===== src/rtl/twire_pkg.sv =====
package twire_pkg;

  localparam int BYTE_W = 8;
  localparam int ADDR_W = 7;

  typedef enum logic [1:0] {
    PH_IDLE = 2'd0,
    PH_ADDR = 2'd1,
    PH_DATA = 2'd2
  } phase_t;

  // High-speed master code: upper five bits 00001, low three free
  function automatic logic f_is_master_code(input logic [BYTE_W-1:0] b);
    return (b[BYTE_W-1:3] == 5'b00001);
  endfunction

  // Address byte hits when upper seven bits match and direction is write (0)
  function automatic logic f_addr_hit(input logic [BYTE_W-1:0] b,
                                      input logic [ADDR_W-1:0] a);
    return (b[BYTE_W-1:1] == a) && !b[0];
  endfunction

endpackage


===== src/rtl/twire_sync.sv =====
module twire_sync #(
  parameter int W      = 2,
  parameter int STAGES = 2
) (
  input  logic         clk,
  input  logic         rst_n,
  input  logic [W-1:0] async_i,
  output logic [W-1:0] sync_o
);

  logic [W-1:0] pipe [STAGES];

  // Reset to all-high: an idle bus reads high on both lines
  always_ff @(posedge clk or negedge rst_n) begin
    if (!rst_n) begin
      for (int s = 0; s < STAGES; s++) pipe[s] <= '1;
    end else begin
      pipe[0] <= async_i;
      for (int s = 1; s < STAGES; s++) pipe[s] <= pipe[s-1];
    end
  end

  assign sync_o = pipe[STAGES-1];

endmodule


===== src/rtl/twire_cond.sv =====
module twire_cond (
  input  logic clk,
  input  logic rst_n,
  input  logic scl_s,
  input  logic sda_s,
  output logic scl_rise,
  output logic scl_fall,
  output logic start_evt,
  output logic stop_evt
);

  logic scl_q, sda_q;

  always_ff @(posedge clk or negedge rst_n) begin
    if (!rst_n) begin
      scl_q <= 1'b1;
      sda_q <= 1'b1;
    end else begin
      scl_q <= scl_s;
      sda_q <= sda_s;
    end
  end

  assign scl_rise  =  scl_s && !scl_q;
  assign scl_fall  = !scl_s &&  scl_q;
  // SCL high on both samples, SDA moving between them
  assign start_evt = scl_s && scl_q &&  sda_q && !sda_s;
  assign stop_evt  = scl_s && scl_q && !sda_q &&  sda_s;

endmodule


===== src/rtl/twire_byte_rx.sv =====
module twire_byte_rx
  import twire_pkg::*;
(
  input  logic              clk,
  input  logic              rst_n,
  input  logic              scl_rise,
  input  logic              scl_fall,
  input  logic              start_evt,
  input  logic              stop_evt,
  input  logic              sda_s,
  input  logic [ADDR_W-1:0] own_addr_i,
  input  logic              ack_dis_i,
  output logic              ack_drv_o,
  output logic [BYTE_W-1:0] data_o,
  output logic              valid_o,
  output logic              stop_o
);

  localparam int CNT_W    = $clog2(BYTE_W + 2);
  localparam int ACK_SLOT = BYTE_W + 1;

  phase_t            phase;
  logic [CNT_W-1:0]  cnt;
  logic [BYTE_W-1:0] shreg;
  logic              ack_q, valid_q, stop_q;
  logic [BYTE_W-1:0] data_q;

  // Named internal events, used by logic and assertions alike
  logic active, bit_take, byte_done, slot_end, mc_seen, addr_ok;
  assign active    = (phase != PH_IDLE);
  assign bit_take  = active && scl_rise && (cnt < CNT_W'(BYTE_W));
  assign byte_done = active && scl_fall && (cnt == CNT_W'(BYTE_W));
  assign slot_end  = active && scl_fall && (cnt == CNT_W'(ACK_SLOT));
  assign mc_seen   = f_is_master_code(shreg);
  assign addr_ok   = f_addr_hit(shreg, own_addr_i);

  always_ff @(posedge clk or negedge rst_n) begin
    if (!rst_n) begin
      phase   <= PH_IDLE;
      cnt     <= '0;
      shreg   <= '0;
      ack_q   <= 1'b0;
      data_q  <= '0;
      valid_q <= 1'b0;
      stop_q  <= 1'b0;
    end else begin
      valid_q <= 1'b0;
      stop_q  <= 1'b0;
      if (start_evt) begin
        phase <= PH_ADDR;
        cnt   <= '0;
        ack_q <= 1'b0;
      end else if (stop_evt) begin
        phase  <= PH_IDLE;
        cnt    <= '0;
        ack_q  <= 1'b0;
        stop_q <= 1'b1;
      end else if (bit_take) begin
        shreg <= {shreg[BYTE_W-2:0], sda_s};
        cnt   <= cnt + 1'b1;
      end else if (byte_done) begin
        cnt <= CNT_W'(ACK_SLOT);
        if (phase == PH_ADDR) begin
          if (mc_seen) begin
            ack_q <= 1'b0;
          end else if (addr_ok) begin
            ack_q <= !ack_dis_i;
            phase <= PH_DATA;
          end else begin
            phase <= PH_IDLE;
            cnt   <= '0;
          end
        end else begin
          ack_q   <= !ack_dis_i;
          data_q  <= shreg;
          valid_q <= 1'b1;
        end
      end else if (slot_end) begin
        ack_q <= 1'b0;
        cnt   <= '0;
      end
    end
  end

  assign ack_drv_o = ack_q;
  assign data_o    = data_q;
  assign valid_o   = valid_q;
  assign stop_o    = stop_q;

  AST_ACK_IN_SLOT: assert property (@(posedge clk) disable iff (!rst_n)
    ack_q |-> (cnt == CNT_W'(ACK_SLOT)));
  AST_ACK_HONOURS_DISABLE: assert property (@(posedge clk) disable iff (!rst_n)
    $rose(ack_q) |-> !$past(ack_dis_i));
  AST_VALID_PULSE: assert property (@(posedge clk) disable iff (!rst_n)
    valid_q |=> !valid_q);
  AST_START_CLEARS_COUNT: assert property (@(posedge clk) disable iff (!rst_n)
    start_evt |=> (cnt == '0));
  AST_STOP_RELEASES: assert property (@(posedge clk) disable iff (!rst_n)
    stop_evt |=> (!ack_q && phase == PH_IDLE));
  AST_NO_ACK_MASTER_CODE: assert property (@(posedge clk) disable iff (!rst_n)
    (byte_done && phase == PH_ADDR && mc_seen) |=> !ack_q);
  AST_STOP_PULSE: assert property (@(posedge clk) disable iff (!rst_n)
    stop_q |=> !stop_q);

endmodule


===== src/rtl/twire_wr_slave.sv =====
module twire_wr_slave
  import twire_pkg::*;
#(
  parameter int SYNC_STAGES = 2
) (
  input  logic              clk,
  input  logic              rst_n,
  input  logic              scl_i,
  input  logic              sda_i,
  input  logic [ADDR_W-1:0] own_addr_i,
  input  logic              ack_dis_i,
  output logic              ack_n_o,
  output logic [BYTE_W-1:0] rx_data_o,
  output logic              rx_valid_o,
  output logic              stop_o
);

  logic [1:0] line_s;
  logic scl_rise, scl_fall, start_evt, stop_evt, ack_drv;

  twire_sync #(.W(2), .STAGES(SYNC_STAGES)) u_sync (
    .clk     (clk),
    .rst_n   (rst_n),
    .async_i ({scl_i, sda_i}),
    .sync_o  (line_s)
  );

  twire_cond u_cond (
    .clk       (clk),
    .rst_n     (rst_n),
    .scl_s     (line_s[1]),
    .sda_s     (line_s[0]),
    .scl_rise  (scl_rise),
    .scl_fall  (scl_fall),
    .start_evt (start_evt),
    .stop_evt  (stop_evt)
  );

  twire_byte_rx u_rx (
    .clk        (clk),
    .rst_n      (rst_n),
    .scl_rise   (scl_rise),
    .scl_fall   (scl_fall),
    .start_evt  (start_evt),
    .stop_evt   (stop_evt),
    .sda_s      (line_s[0]),
    .own_addr_i (own_addr_i),
    .ack_dis_i  (ack_dis_i),
    .ack_drv_o  (ack_drv),
    .data_o     (rx_data_o),
    .valid_o    (rx_valid_o),
    .stop_o     (stop_o)
  );

  assign ack_n_o = ~ack_drv;

  AST_VALID_WITH_ACK: assert property (@(posedge clk) disable iff (!rst_n)
    rx_valid_o |-> (ack_n_o == $past(ack_dis_i)));
  AST_NO_STROBE_ON_EDGE: assert property (@(posedge clk) disable iff (!rst_n)
    (scl_rise || scl_fall) |-> !(start_evt || stop_evt));

endmodule


===== config.mk =====
export PLATFORM = sky130hd
export DESIGN_NAME = twire_wr_slave
export DESIGN_NICKNAME = d
export VERILOG_FILES = /design/src/rtl/twire_pkg.sv /design/src/rtl/twire_sync.sv /design/src/rtl/twire_cond.sv /design/src/rtl/twire_byte_rx.sv /design/src/rtl/twire_wr_slave.sv
export SDC_FILE = /design/constraint.sdc
export NUM_CORES = 1
export LEC_CHECK = 0
export BUFFER_PORTS_ARGS = -buffer_cell sky130_fd_sc_hd__buf_4
export CORE_UTILIZATION = 30
export DETAILED_ROUTE_END_ITERATION = 10
export PLACE_DENSITY = 0.58
export SLEW_MARGIN = 20
export SYNTH_ARGS = -nofsm -noshare
export SYNTH_HDL_FRONTEND = slang
export SYNTH_HIERARCHICAL = 1
export SYNTH_SLANG_ARGS = --single-unit

===== constraint.sdc =====
create_clock -name clk -period 2.6 [get_ports clk]
set_input_delay 0.52 -clock clk [delete_from_list [all_inputs] [get_ports clk]]
set_output_delay 0.52 -clock clk [all_outputs]
set_load 0.005 [all_outputs]

Yosys cells after proc, flatten, opt, wreduce, memory -nomap -nowiden:

Index checks and enable logic that the tools add are counted.

* add/subtract/negate cells: 1
* mux-type cells: 30
* order comparisons: 1
* reduce and logical (&&, ||, !) cells: 28
* eq/ne operators: 8
* bitwise operators: 5

Operators with widths (count)
* two-way mux 4 bit: 8
* two-way mux 1 bit: 15
* two-way mux 2 bit: 7
* logical AND 1 bit: 13
* == test 4 bit, second input constant: 2
* == test 7 bit: 1
* zero test 1 bit: 6
* != test 3 bit, second input constant: 2
* != test 6 bit, second input constant: 1
* AND reduction 3 bit: 2
* nonzero test 3 bit: 2
* == test 5 x 1 -> 1 bit, second input constant: 1
* NOT 1 bit: 5
* AND reduction 5 bit: 1
* nonzero test 5 bit: 1
* adder 4 x 1 -> 4 bit, second input constant: 1
* less-than comparator 4 bit, second input constant: 1
* AND reduction 4 bit: 1
* nonzero test 4 bit: 1
* == test 2 x 1 -> 1 bit, second input constant: 1
* nonzero test 2 bit: 1

* output and inout bits: 11
* input bits: 12
* register bits: 31
* logic and storage cells: 84

Longest topological paths before layout:

Gate-level depths: netlist (run 1).

* depth after elaboration: 9
* gate-level depth with buffers: 7
* depth with buffers taken out: 6

By module:

Netlist (run 1), hierarchy kept.

By module, submodules not included
* twire_byte_rx: sequential area each 625.6 um^2, cells an instance 105, instances 1, area each 1197.4 um^2
* twire_sync: sequential area each 105.1 um^2, cells an instance 6, instances 1, area each 120.1 um^2
* twire_cond: sequential area each 52.6 um^2, cells an instance 6, instances 1, area each 85.1 um^2
* twire_wr_slave: sequential area each 0.0 um^2, cells an instance 1, instances 1, area each 3.8 um^2

Worst setup path before layout (run 1):

Ideal clock, no wire load.

* kind: register to register
* start: reg u_sync.pipe, in the netlist u_sync/sync_o[0]
* end: reg u_rx.shreg[0]
* arrival: 1850 ps
* clock period less this slack: 1974 ps
* setup slack: 626 ps
* stages on the path, launching flop included: 7
* setup time: 125 ps
* data required time: 2475 ps
* buffers on the path: 2
* path through: dfstp_2 > buf_4 > and4b_1 > or2_2 > clkbuf_1 > nor2_2 > mux2_2

* longest elaborated chain between the ends: 4
* elaborated cells on any way between the ends: 6
* those cells by class: bitwise: 2; reduce/logical: 4

Ends and longest elaborated chain
* from (decl): line twire_sync.sv:11 `logic [W-1:0] pipe [STAGES];`
* zero test 1 bit: line twire_cond.sv:27 `assign start_evt = scl_s && scl_q && sda_q && !sda_s;`
* logical AND 1 bit: line twire_cond.sv:27
* net start_evt: line twire_wr_slave.sv:19 `logic scl_rise, scl_fall, start_evt, stop_evt, ack_drv;`
* NOT 1 bit (no source line)
* AND reduction 3 bit (no source line)
* to (signal assigned): line twire_byte_rx.sv:59 `shreg <= {shreg[BYTE_W-2:0], sda_s};`
* to (decl): line twire_byte_rx.sv:24 `logic [BYTE_W-1:0] shreg;`

The timed path passes the listed nets, and every way through them passes these cells.
A chain may end at the register's enable or synchronous reset.

Worst setup path in the final report (run 1):

* start: reg u_sync.pipe, in the netlist u_sync/sync_o[0]
* end: reg u_rx.shreg[7]

Same word-level chain as after synthesis.

==> reports/results.txt, run 1 <==
status = finished, final reports clean
setup TNS = 0 ps
Post-Synth Adder-Cell Area = 2.669%
final-layout fill cell count = 448
RR Endpoint = u_rx/shreg[7]
Post-CTS Setup Bufs = 0
Slew Limit Headroom = 59.69%
busiest grt layer = met2
reg2reg start = u_sync/sync_o[0]
clock slew at reported path FFs = 60 ps
Hold Fails Final Rpt = 0
CTS H-tree lvls = 2
CP Capture Type = flop
final slew viol count = 0
final wirelength = 2531 um
CP startpoint = u_sync/sync_o[0]
Core Util, Final = 38.46%
most frequent cell after synthesis = dfrtp_1
CP endpoint = u_rx/shreg[7]
GR Util met2 = 18.12%
register area = 783.3 sq um
Yosys top cell area share = 44.48%
first-pass GRT wire length = 4416 um
cell row count = 24
synth top area cells = dfrtp_1 (44%), mux2_2 (13%), dfstp_2 (11%)
total CTS buffers = 5
Tmin final = 1959 ps
largest family of logic cells by synthesized area = simple AND/OR/NAND/NOR gates
worst slew pin tran = 603.4 ps
CTS Root Cell = clkbuf_8
main flop type after synthesis = dfrtp_1
period utilization = 75.37%
WP data required = 2760 ps
Setup WS post-layout = 640.5 ps
Crit Path Category = flop to flop
area delta synth->final = 21.53%
Clock Tree Buf Depth = 2
post-synthesis register bit count = 31
I/O Buffers = 22
ratio of cells with drive above 1 in the final layout = 38.62%
register area share after synthesis = 55.69%
syn_area_per_cell = 11.92 sq um
cell count after synthesis = 118
crit path DAT = 2120 ps
Cell Area, Synth = 1406 sq um
pre-CTS setup slack = 645.0 ps
Die X-Extent = 70.47 um
Avg Vias per Cell = 4.777
GR Util met1 = 14.04%
ANT nets after route = 0
post-CTS sizing = 0
cell count of the worst reg-to-reg path = 4
RSZ-0062 raised after global routing = false
Unique masters post-synth = 34
Die H = 70.47 um
flop2flop setup slack = 640 ps
Leakage = 0.0007957 uW
slowest CP cell = dfstp_2
Initial DRT Pass Iterations = 4
DIE AREA = 4965 sq um
Hold/Removal Path Class = primary input to async pin
CP max FO = 8
GPL Wtd Cong = 0.8059
vias in the first global route = 925
Synth Area in Compound Gates = 6.317%
Clock Latency Late Sink = 280 ps
drt wl/cell = 12.85 um
maximum VDD drop = 0.3045 mV
clk sinks = 31
post-synth net total = 133
critical path, cell by cell = and4b_1, or2_2, nor2_2, mux2_2
max cap viols = 0
synth cell count leaders = dfrtp_1 (25), mux2_2 (16), nand2_1 (8), nor2_1 (8), xnor2_1 (7)
Final setup viols = 0
Post-Synth Simple-Gate Area = 14.59%
grt ovf = 0
mux cell area share after synthesis = 12.81%
TritonCTS clock tree = done
Post-synth ARST share = 100.0%
area occupied by multi-input gates = 581.8 sq um
Crit path largest cell delay = 540 ps
PD cells = 837.4 nW/um^2
post-DP HPWL = 1831 um
initial core utilization = 31.64%
residual DRC count = 0
Hold-fix buffers, CTS = 0
Synth Warn # = 6
CP startpoint kind = flop
Core Area = 4444 sq um
DRT iter0 DRCs = 32
vias = 941
GRT met3 Usage = 5.483%
antenna violations before repair = 0
number of synthesized flops with an enable pin = 0
I/O pin count = 23
layout net count = 159
Yosys top cell by area = dfrtp_1
Fmax achieved = 510.3 MHz
total track usage = 11.91%
ant diodes = 0
Synth Area in XOR/XNOR = 4.982%
largest net degree at the start of global routing = 32
Worst Skew = 6.817 ps
-- where the power goes --
group / switching (uW) / internal [uW] / total, uW
Sequential: 104 / 588 / 692
Combinational: 161 / 196 / 358
Clock: 169 / 213 / 382
-- cell usage in the layout, fill, tap and decap left out, drive strengths merged, types with 2 or more instances in the layout --
cell / Yosys / final
ha: 3 / 3
a31oi: 3 / 3
nor2b: 3 / 3
nor3: 2 / 2
mux2: 16 / 16
nor2: 9 / 9
nand2: 9 / 9
dfrtp: 25 / 25
buf: 2 / 22
inv: 6 / 6
a21oi: 2 / 2
dfstp: 6 / 6
o21ai: 2 / 2
and4b: 2 / 2
nand3: 5 / 5
xnor2: 7 / 7
clkbuf: 1 / 7
nor3b: 2 / 2
-- flip-flops by register name, summed over array words and instances (netlist names), 2 cells and up --
signal,cells
u_rx/data_o,8
u_sync/pipe,2
u_rx/phase,2
u_rx/cnt,4
u_sync/sync_o,2
u_rx/shreg,8
-- cell type report --
cell class	instances	area share, %
Multi-Input combinational cell	78	34.04
Tap cell	52	3.807
Clock buffer	7	5.051
Clock inverter	1	0.2928
Sequential cell	31	45.83
Timing Repair Buffer	22	9.663
Inverter	6	1.318
-- worst max-delay path: cells and delay by family, from the launching register on --
| kind | cells | cell delay (ps) |
|---|---|---|
| flip-flops | 1 | 540 |
| multiplexers | 1 | 380 |
| AND/OR/NAND/NOR | 3 | 920 |
-- cell families (layout without fill, tap and decap cells) --
group | count (synthesis) | in the layout
AO/OA/AOI/OAI | 13 | 13
XOR/XNOR | 8 | 8
adder cells (fa/ha/maj) | 3 | 3
buffers and inverters | 9 | 36
flip-flops | 31 | 31
multiplexers | 16 | 16
AND/OR/NAND/NOR | 38 | 38
-- worst min-delay path by stage --
stage	from	endpoint	slack (ps)	cells past startpoint
5_1_grt	rst_n	u_rx/data_o[5]	180	1
4_1_cts	rst_n	u_rx/shreg[5]	170	1
2_1_floorplan	rst_n	u_rx/ack_drv_o	220	0
3_3_place_gp	u_sync/pipe[3]	u_sync/sync_o[1]	350	0
6_report	rst_n	u_rx/cnt[1]	160	1
3_5_place_dp	u_sync/pipe[2]	u_sync/sync_o[0]	350	0
-- metal layers --
layer / part of all wire [%] / wire [um] / up-vias
met5: 0 / 0 / -
li1: - / - / 458
met1: 43 / 1083 / 456
met3: 5.7 / 145 / 7
met2: 49 / 1250 / 20
met4: 2.1 / 52 / 0
-- through the flow --
stage | instances | total power (uW) | instance area, sq um | hold slack, ps
2_1_floorplan | 118 | 930.3 | 1406 | 224.4
3_3_place_gp | 189 | 1052 | 1618 | 346.6
3_5_place_dp | 189 | 1061 | 1618 | 346.8
4_1_cts | 197 | 1454 | 1709 | 170.6
5_1_grt | 197 | 1544 | 1709 | 182.8
6_report | 197 | 1431 | 1709 | 156.4
(Power assumes the default switching activity.)
==> run 2: changes to the inputs <==
Clock period 2.6 ns to 1.9 ns, I/O delays scaled along.
==> reports/results.txt, run 2 (synthesized netlist as in run 1, its figures left out) <==
status = finished, final reports clean
clk sinks = 31
total CTS buffers = 5
Crit Path Category = flop to flop
GPL Wtd Cong = 0.7476
DIE AREA = 4965 sq um
Core Util, Final = 40.34%
Post-CTS Setup Bufs = 0
PD cells = 1246 nW/um^2
crit path DAT = 1960 ps
Fmax achieved = 555.8 MHz
total track usage = 12.51%
initial core utilization = 31.64%
pre-CTS setup slack = 89.88 ps
Clock Tree Buf Depth = 2
antenna violations before repair = 0
CP max FO = 8
DRT iter0 DRCs = 27
I/O pin count = 23
CP startpoint kind = flop
Avg Vias per Cell = 4.812
period utilization = 94.70%
Die H = 70.47 um
largest net degree at the start of global routing = 32
ant diodes = 0
cell row count = 24
WP data required = 2060 ps
layout net count = 164
delay-heaviest family, CP = simple AND/OR/NAND/NOR gates
ratio of cells with drive above 1 in the final layout = 40.67%
maximum VDD drop = 0.4048 mV
CP startpoint = u_sync/sync_o[0]
post-CTS sizing = 0
CP bufs+invs = 0
Hold/Removal Path Class = primary input to async pin
flop2flop setup slack = 100 ps
commonest cells after routing, fill and taps aside = buf_4 (27), dfrtp_1 (25), mux2_2 (16)
critical path, cell by cell = and4b_1, or2_2, nor2_4, mux2_2
TritonCTS clock tree = done
Initial DRT Pass Iterations = 4
Worst Skew = 2.924 ps
Core Area = 4444 sq um
grt ovf = 0
worst slew pin tran = 486.2 ps
area delta synth->final = 27.49%
ANT nets after route = 0
vias in the first global route = 1,039
first-pass GRT wire length = 4698 um
slowest CP cell = dfstp_2
drt wl/cell = 13.03 um
vias = 972
CTS Root Cell = clkbuf_8
Final setup viols = 0
max cap viols = 0
Hold Fails Final Rpt = 0
final-layout fill cell count = 445
final wirelength = 2633 um
DP Area = 1660 sq um
Crit path largest cell delay = 540 ps
residual DRC count = 0
area occupied by multi-input gates = 586.8 sq um
CP Capture Type = flop
Die X-Extent = 70.47 um
CTS H-tree lvls = 2
reg2reg start = u_sync/sync_o[0]
Clock Latency Late Sink = 280 ps
Hold-fix buffers, CTS = 0
clock slew at reported path FFs = 60 ps
post-DP HPWL = 1920 um
Setup WS post-layout = 100.6 ps
final instance area = 1793 sq um
Leakage = 0.0008383 uW
RSZ-0062 raised after global routing = false
Min Hold Slack = 18.10 ps
Slew Limit Headroom = 67.44%
final slew viol count = 0
commonest non-fill, non-tap cell in the layout = buf_4
setup TNS = 0 ps
Tmin final = 1799 ps
register area = 783.3 sq um
I/O Buffers = 22
==> run 2: cell types whose count changed in the layout (fill, tap and decap cells not counted), sizes merged <==
cell | before | now
buf | 22 | 27
bufinv | 0 | 2
clkinv | 1 | 0
clkbuf | 7 | 6
==> run 2: worst paths after layout <==
check                      depth (start not counted)          endpoint
max reg2reg                                        4     u_rx/shreg[1]
min in group clk                                   1    u_sync/pipe[3]
max                                                4     u_rx/shreg[1]
max in group asynchronous                          1    u_sync/pipe[2]
min reg2reg                                        0  u_sync/sync_o[1]
min                                                1       u_rx/cnt[1]
==> run 2: through the flow <==
step                total power [uW]  std cells
global placement                1463        194
finish                          2233        202
detailed placement              1488        194
floorplan                       1275        118
CTS                             2263        202
global route                    2383        202
==> run 2: report_power, final <==
| part | leakage (uW) | switching [uW] | internal, uW |
|---|---|---|---|
| Clock | 0.0000654 | 239 | 524 |
| Combinational | 0.000374 | 229 | 291 |
| Sequential | 0.000399 | 147 | 804 |
==> run 2: metal layers <==
layer	part of all wire [%]	wire, um	vias up	global-route usage (%)
met5	0	0	-	0
met4	2.3	61	0	8.163
met3	3.9	103	7	3.608
met2	48	1252	24	18.23
met1	46	1216	473	16.11
li1	-	-	468	-
==> run 2: area by class of cell <==
class	instances	share of cell area, %
timing repair buffer	27	11.30
sequential	31	43.68
inverter	6	1.256
clock inverter	2	3.350
tap	52	3.629
clock buffer	6	4.047
multi-input combinational	78	32.73
==> run 3: changes to the inputs <==
Settings changed: CAP_MARGIN set to 0, CORE_UTILIZATION 30 to 54, PLACE_DENSITY 0.58 to 0.87.
==> reports/results.txt, run 3 (synthesized netlist as in run 1, its figures left out) <==
status = finished, final reports clean
critical path, cell by cell = nor2b_1, nand2_1, nor3_4, and3_1, nand2_2, mux2_2
total CTS buffers = 5
Combinational Power Share = 27.9%
ratio of cells with drive above 1 in the final layout = 39.60%
register share of total power = 49.4%
vias in the first global route = 1,024
Total Power = 1919 uW
CP bufs+invs = 0
Worst Skew = 13.08 ps
M1 WL = 1141 um
Clock power frac = 22.7%
RR Endpoint = u_rx/data_o[0]
flop2flop setup slack = 130 ps
final wirelength = 2583 um
I/O pin count = 23
Final setup viols = 0
Levels on crit path = 6
reg2reg start = u_cond/scl_q
largest net degree at the start of global routing = 32
met3 WL = 118 um
Avg Vias per Cell = 5.581
DRT iter0 DRCs = 26
delay-heaviest family, CP = simple AND/OR/NAND/NOR gates
Slew Limit Headroom = 67.97%
met2 WL = 1266 um
Clock Tree Buf Depth = 2
first-pass GRT wire length = 4312 um
CTS H-tree lvls = 2
Die X-Extent = 53.03 um
setup TNS = 0 ps
ant diodes = 0
Initial DRT Pass Iterations = 4
crit path DAT = 1980 ps
CP startpoint kind = flop
Int Pwr = 1313 uW
antenna violations before repair = 0
Top Metal Used = met4
initial core utilization = 56.77%
drt wl/cell = 14.43 um
worst slew pin tran = 475.4 ps
final-layout fill cell count = 200
CP max FO = 8
Core Area = 2477 sq um
cell count of the worst reg-to-reg path = 6
clk sinks = 31
TritonCTS clock tree = done
Hold/Removal Path Class = primary input to flop
Hold Path Depth = 1
Setup WS post-layout = 133.7 ps
layout net count = 163
clock slew at reported path FFs = 80 ps
area delta synth->final = 21.26%
post-DP HPWL = 1862 um
GPL Wtd Cong = 0.8548
Crit path largest cell delay = 550 ps
area occupied by multi-input gates = 595.6 sq um
PD cells = 1125 nW/um^2
Worst Hold End = u_sync/pipe[3]
commonest cells after routing, fill and taps aside = buf_4 (25), dfrtp_1 (25), mux2_2 (16)
ANT nets after route = 0
Hold Fails Final Rpt = 0
grt ovf = 0
Tmin final = 1766 ps
max cap viols = 0
Fmax achieved = 566.2 MHz
DIE AREA = 2812 sq um
switch share = 31.59%
Leakage = 0.0008008 uW
residual DRC count = 0
WP data required = 2110 ps
CP Capture Type = flop
switching power = 606.3 uW
I/O Buffers = 22
total track usage = 22.48%
CTS Root Cell = clkbuf_4
maximum VDD drop = 0.7422 mV
Hold Startpoint = scl_i
pre-CTS setup slack = 46.21 ps
slowest CP cell = dfstp_2
Clock Latency Late Sink = 330 ps
Crit Path Category = flop to flop
vias = 999
period utilization = 92.96%
cell row count = 18
final slew viol count = 0
Die H = 53.03 um
RSZ-0062 raised after global routing = false
register area = 783.3 sq um
run 3: worst max path at each step:
stage                     startpoint        endpoint  slack (ps)
finish                  u_cond/scl_q  u_rx/data_o[0]         130
CTS                 u_sync/sync_o[0]   u_rx/shreg[5]          40
global placement    u_sync/sync_o[0]   u_rx/shreg[7]         100
detailed placement  u_sync/sync_o[0]   u_rx/shreg[5]          50
global route        u_sync/sync_o[1]  u_rx/data_o[0]          40
floorplan           u_sync/sync_o[0]   u_rx/shreg[0]         0.6
run 3: cell type report:
cell class / instances / share of cell area [%]
sequential: 31 / 45.93
inverter: 6 / 1.321
clock buffer: 8 / 4.035
multi-input combinational: 78 / 34.92
timing repair buffer: 26 / 11.59
tap: 30 / 2.201
run 3: layer usage:
layer | vias to the layer above | track usage [%]
met3 | 9 | 9.195
met1 | 494 | 24.22
li1 | 470 | -
met4 | 0 | 11.40
met5 | - | 0
met2 | 26 | 37.55
run 3: power by group through the flow:
stage / clock network (uW) / logic [uW] / registers, uW
2_1_floorplan: 0 / 356 / 919
3_3_place_gp: 0 / 500 / 949
3_5_place_dp: 0 / 525 / 958
4_1_cts: 456 / 530 / 946
5_1_grt: 480 / 593 / 973
6_report: 436 / 535 / 948
run 3: metrics by stage:
step	hold slack, ps	util [%]	cells	instance area (sq um)
2_1_floorplan	84.41	-	118	1411
5_1_grt	136.4	68.84	179	1705
3_3_place_gp	324.2	65.30	170	1618
3_5_place_dp	331.6	65.30	170	1618
6_report	163.7	68.84	179	1705
4_1_cts	139.5	68.48	179	1697
run 3: what timing repair did:
action                                  4_1_cts  5_1_grt
endpoints found under the setup margin        0        9
hold buffers                                  1        0
hold endpoints to repair                     25        0
setup buffers                                 0        0
gates resized for setup                       0        2
